==> src/rtl/hdiv_pkg.sv <==
package hdiv_pkg;

  typedef enum logic [1:0] {
    HD_BYPASS = 2'd0,
    HD_WHOLE  = 2'd1,
    HD_HALF   = 2'd2
  } hd_mode_e;

  // Output period in half-periods of the source clock.
  function automatic logic [31:0] hd_period(input logic [31:0] f);
    return (f <= 32'd1) ? 32'd2 : f + 32'd1;
  endfunction

  // Number of leading half-periods for which the output is high.
  function automatic logic [31:0] hd_high(input logic [31:0] p);
    if (p == 32'd2)
      return 32'd1;
    else if (p[0])
      return p >> 1;
    else
      return (p >> 2) << 1;
  endfunction

  // Phase advance modulo the period; inc never exceeds the period.
  function automatic logic [31:0] hd_step(input logic [31:0] ph,
                                          input logic [31:0] p,
                                          input logic [31:0] inc);
    logic [31:0] s;
    s = ph + inc;
    return (s >= p) ? s - p : s;
  endfunction

  function automatic hd_mode_e hd_mode(input logic [31:0] f);
    if (f <= 32'd1)
      return HD_BYPASS;
    else if (f[0])
      return HD_WHOLE;
    else
      return HD_HALF;
  endfunction

endpackage

==> src/rtl/hdiv_load_latch.sv <==
module hdiv_load_latch #(
  parameter int FW = 4
) (
  input  logic          clk_in,
  input  logic          rst_n,
  input  logic          load,
  input  logic [FW-1:0] div_in,
  input  logic          ack_i,
  output logic          req_o,
  output logic          pend_o,
  output logic [FW-1:0] val_o
);

  always_ff @(posedge clk_in or negedge rst_n) begin
    if (!rst_n) begin
      req_o <= 1'b0;
      val_o <= '0;
    end else if (load) begin
      val_o <= div_in;
      req_o <= ~ack_i;
    end
  end

  assign pend_o = req_o ^ ack_i;

endmodule

==> src/rtl/hdiv_phase_seq.sv <==
module hdiv_phase_seq #(
  parameter int FW = 4,
  parameter int PW = FW + 1
) (
  input  logic          clk_in,
  input  logic          rst_n,
  input  logic          pend_i,
  input  logic          req_i,
  input  logic [FW-1:0] pend_val_i,
  output logic          ack_o,
  output logic [PW-1:0] ph_o,
  output logic [FW-1:0] act_o,
  output logic          adopt_o,
  output logic          hi_o
);
  import hdiv_pkg::*;

  logic [PW-1:0] period_w;
  logic [PW-1:0] nxt_ph_w;
  logic [FW-1:0] nxt_act_w;
  logic [PW-1:0] nxt_period_w;
  logic [PW-1:0] nxt_high_w;
  logic [PW-1:0] ph_d;

  assign period_w     = PW'(hd_period(32'(act_o)));
  assign nxt_ph_w     = PW'(hd_step(32'(ph_o), 32'(period_w), 32'd2));
  assign adopt_o      = pend_i && (nxt_ph_w == '0);
  assign nxt_act_w    = adopt_o ? pend_val_i : act_o;
  assign ph_d         = adopt_o ? '0 : nxt_ph_w;
  assign nxt_period_w = PW'(hd_period(32'(nxt_act_w)));
  assign nxt_high_w   = PW'(hd_high(32'(nxt_period_w)));

  always_ff @(negedge clk_in or negedge rst_n) begin
    if (!rst_n) begin
      ph_o  <= '0;
      act_o <= '0;
      ack_o <= 1'b0;
      hi_o  <= 1'b0;
    end else begin
      ph_o  <= ph_d;
      act_o <= nxt_act_w;
      hi_o  <= (ph_d < nxt_high_w);
      if (adopt_o)
        ack_o <= req_i;
    end
  end

endmodule

==> src/rtl/hdiv_low_gen.sv <==
module hdiv_low_gen #(
  parameter int FW = 4,
  parameter int PW = FW + 1
) (
  input  logic          clk_in,
  input  logic          rst_n,
  input  logic [PW-1:0] ph_i,
  input  logic [FW-1:0] act_i,
  output logic          lo_o
);
  import hdiv_pkg::*;

  logic [PW-1:0] period_w;
  logic [PW-1:0] high_w;
  logic [PW-1:0] low_ph_w;

  assign period_w = PW'(hd_period(32'(act_i)));
  assign high_w   = PW'(hd_high(32'(period_w)));
  assign low_ph_w = PW'(hd_step(32'(ph_i), 32'(period_w), 32'd1));

  always_ff @(posedge clk_in or negedge rst_n) begin
    if (!rst_n)
      lo_o <= 1'b0;
    else
      lo_o <= (low_ph_w < high_w);
  end

endmodule

==> src/rtl/hdiv_top.sv <==
module hdiv_top #(
  parameter int FW = 4,
  localparam int PW = FW + 1
) (
  input  logic          clk_in,
  input  logic          rst_n,
  input  logic          load,
  input  logic [FW-1:0] div_in,
  output logic          clk_out
);
  import hdiv_pkg::*;

  logic          req_w;
  logic          ack_w;
  logic          pend_w;
  logic [FW-1:0] pend_val_w;
  logic [PW-1:0] ph_w;
  logic [FW-1:0] act_w;
  logic          adopt_w;
  logic          hi_w;
  logic          lo_w;
  hd_mode_e      mode_w;

  hdiv_load_latch #(.FW(FW)) u_latch (
    .clk_in (clk_in),
    .rst_n  (rst_n),
    .load   (load),
    .div_in (div_in),
    .ack_i  (ack_w),
    .req_o  (req_w),
    .pend_o (pend_w),
    .val_o  (pend_val_w)
  );

  hdiv_phase_seq #(.FW(FW), .PW(PW)) u_seq (
    .clk_in     (clk_in),
    .rst_n      (rst_n),
    .pend_i     (pend_w),
    .req_i      (req_w),
    .pend_val_i (pend_val_w),
    .ack_o      (ack_w),
    .ph_o       (ph_w),
    .act_o      (act_w),
    .adopt_o    (adopt_w),
    .hi_o       (hi_w)
  );

  hdiv_low_gen #(.FW(FW), .PW(PW)) u_low (
    .clk_in (clk_in),
    .rst_n  (rst_n),
    .ph_i   (ph_w),
    .act_i  (act_w),
    .lo_o   (lo_w)
  );

  assign mode_w  = hd_mode(32'(act_w));
  // Each level is updated only in the opposite half of clk_in.
  assign clk_out = clk_in ? hi_w : lo_w;

endmodule

==> config.mk <==
export PLATFORM = sky130hd
export DESIGN_NAME = hdiv_top
export DESIGN_NICKNAME = d
export VERILOG_FILES = /design/src/rtl/hdiv_pkg.sv /design/src/rtl/hdiv_load_latch.sv /design/src/rtl/hdiv_phase_seq.sv /design/src/rtl/hdiv_low_gen.sv /design/src/rtl/hdiv_top.sv
export SDC_FILE = /design/constraint.sdc
export NUM_CORES = 1
export LEC_CHECK = 0
export ABC_CLOCK_PERIOD_IN_PS = 5250
export BUFFER_PORTS_ARGS = -buffer_cell sky130_fd_sc_hd__buf_4
export CORE_MARGIN = 3
export CORE_UTILIZATION = 50
export CTS_CLUSTER_SIZE = 14
export DETAILED_ROUTE_END_ITERATION = 10
export GPL_ROUTABILITY_DRIVEN = 0
export PLACE_DENSITY = 0.79
export SLEW_MARGIN = 20
export SYNTH_ARGS = -nofsm -noshare
export SYNTH_HDL_FRONTEND = slang
export SYNTH_SLANG_ARGS = --single-unit
==> constraint.sdc <==
create_clock -name clk_in -period 5.25 [get_ports clk_in]
set_input_delay 0.525 -clock clk_in [delete_from_list [all_inputs] [get_ports clk_in]]
set_output_delay 0.525 -clock clk_in [all_outputs]
set_load 0.005 [all_outputs]
==> impl_metrics.yaml <==
clocking:
  clk_latency_ns: 0.41
  cts_tree: "yes"
  clk_pin_slew_ns: 0.11
final_layout:
  syn2layout_area_growth_pct: 34.0
  n_antenna_cell: 0
  drive_above_1_share_pct: 43.6
  fin_nets: 275
  instances_no_fill: 285
  fillers: 232
yosys:
  synth_enable_flop_cells: 0
  ys_ff_latch: 17
  synthesis.nets: 221
  synth_cell_types: 46
  synth_area_sq_um: 1760
  yosysWarnings: 0
  async_flop_share_pct: 100
  synth_ff_type: "dfrtn_1"
  synthCells: 188
  ys_seq_area_share_pct: 24.2
  syn_area_per_cell_sq_um: 9.34
sta:
  slew_violations: 0
  finalHoldViolCount: 0
  fin_tns_setup_ns: -0.995
  setup_viol: 2
  relSlewSlack_pct: 69.1
  finalWorstSetupSlack_ns: -0.810
  rsz0062_at_grt: "yes"
  clock_skew_ns: 0.0111
  tightest_slew_ns: 0.458
grt:
  grt_max_degree: 18
  antenna_found_initial: 0
  grt_pass1_wl_um: 7910
  overflow: 0
  grt.total_usage_pct: 24.3
  first_global_vias: 1748
placement:
  dpl.hpwl_um: 3360
  port-buffer-count: 7
  place_inst: 266
setup_path:
  startpoint_type: "flip-flop"
  cp-startpoint: "u_seq.act_o[0]"
  cp_max_fo: 5
  r2r_end: "u_low.lo_o"
  crit_required_ns: 5.58
  r2r_start: "u_seq.act_o[0]"
  critPathArrivalTime_ns: 6.39
  reg2regPathDepth: 17
  crit_type: "reg -> reg"
  r2r_setup_slack_ns: -0.81
  crit_path_end_kind: "flip-flop"
run_status:
  failed_checks: "setup timing"
  status: "complete, but fails checks"
min_path:
  hp-class: "in -> reg"
  whs_path_depth: 3
  min_to: "u_latch.val_o[1]"
  min_from: "div_in[1]"
drt:
  ant_nets: 0
  via_count: 1665
  routed_wirelength_um: 4750
  post_drt_wl_per_cell_um: 16.7
  drt_first_iter_violations: 166
  drc: 0
  drt_first_pass_iters: 4
  via_per_inst: 5.84
floorplan:
  row_count: 20
  start_util_pct: 54.8
  die_x_um: 65.3
  die-area_sq_um: 4260
  fp.dieH_um: 65.3
  coreArea_sq_um: 3200
  pin_count: 8
flow_run:
  drv_cap: 0
## cell type report
class,instances,area [sq um],area share (%)
clock buffers,7,52.6,2.23
inverters,9,33.8,1.43
clock inverters,1,5.00,0.213
multi-input cells,155,1390,59.0
well taps,44,55.1,2.34
repair buffers,52,393,16.7
flip-flops and latches,17,425,18.1
## placed cells by master, fill, tap and decap left out, types with 2 or more instances in the layout
master and n:
buf_4 52, ha_1 15, o21ai_0 13, dfrtn_1 11, nand2_1 10, nand3_1 10
mux2_2 10, a21o_1 7, a21oi_1 7, inv_1 7, xnor2_1 6, nor2_1 6
clkbuf_4 6, dfrtp_1 6, xor2_1 5, ha_2 5, nor2_2 4, a31oi_1 4
ha_4 4, o21a_1 3, a211oi_1 3, mux2_4 3, mux2i_1 3, nand4_1 2
and3_1 2, inv_2 2, nand2_2 2, nor3_1 2
## worst max-delay path, stage by stage, from the launching register on
cell     delay [ns]
dfrtn_1        0.39
buf_4          0.14
ha_2           0.18
nor2_4         0.13
nor3_2         0.06
nor2_2         0.15
ha_2           0.19
inv_2          0.04
fa_2           0.34
a21o_1         0.18
a21o_1         0.20
o21ai_2        0.14
nand2_2        0.11
mux2_4         0.34
ha_4           0.15
a21o_1         0.17
a221o_1        0.30
a41oi_2        0.14
## cells in the mapped netlist (4+ instances only)
cell type  count  area [sq um]
ha_1          24           300
a31oi_1        4          25.0
clkbuf_1       5          18.8
inv_1          9          33.8
nor2_1        11          41.3
dfrtn_1       11           275
xnor2_1        7          61.3
a21oi_1        8          40.0
o21ai_0       14          70.1
xor2_1         5          43.8
a21o_1         7          52.6
dfrtp_1        6           150
nand3_1       10          50.1
mux2_2        12           135
nand2_1       12          45.0
## stage by stage
stage               hold WS (ns)  util [%]  setup slack, ns  instance area (sq um)
global route               0.341      73.5           -0.954                   2350
floorplan                  0.229         -           -0.687                   1810
finish                     0.332      73.5           -0.810                   2350
global placement           0.400      66.4           -0.706                   2130
detailed placement         0.403      66.4           -0.900                   2130
CTS                        0.327      72.6           -0.798                   2320
## registers in the layout (all words and copies together), names as in the netlist
register,count
u_latch.req_o,1
u_latch.val_o,4
u_low.lo_o,1
u_seq.ack_o,1
u_seq.act_o,4
u_seq.hi_o,1
u_seq.ph_o,5
## layer usage
metal | global-route usage (%) | share of wire (%)
met3 | 5.30 | 4.6
met1 | 26.5 | 39
met2 | 46.9 | 54
met5 | 0 | 0
met4 | 5.96 | 2.3
## how the worst max path moves through the flow
stage	end	slack [ns]	cells past startpoint
2_1_floorplan	u_low.lo_o	-0.69	17
3_3_place_gp	u_low.lo_o	-0.71	14
3_5_place_dp	u_low.lo_o	-0.90	14
4_1_cts	u_low.lo_o	-0.80	18
5_1_grt	u_low.lo_o	-0.95	18
6_report	u_low.lo_o	-0.81	17
## cell families (layout without fill, tap and decap cells)
family          count (synthesis)  in the layout  share of synthesized area [%]
mux                            16             16                           10.3
buf+inv                        16             69                           3.92
xor+xnor                       12             12                           5.98
simple gates                   51             51                           16.2
compound gates                 50             50                           20.1
flops                          17             17                           24.2
fa+ha+maj                      26             26                           19.4
## timing repair
action,CTS,global route
buffers inserted,8,3
hold endpoints to repair,6,0
pin swaps,15,4
gates resized for setup,14,3
hold buffers,1,0
setup endpoints to repair,2,2
Power is left out: the tool's default activity adds up to more than one toggle a clock period on the data nets, which glitch-free logic cannot reach.
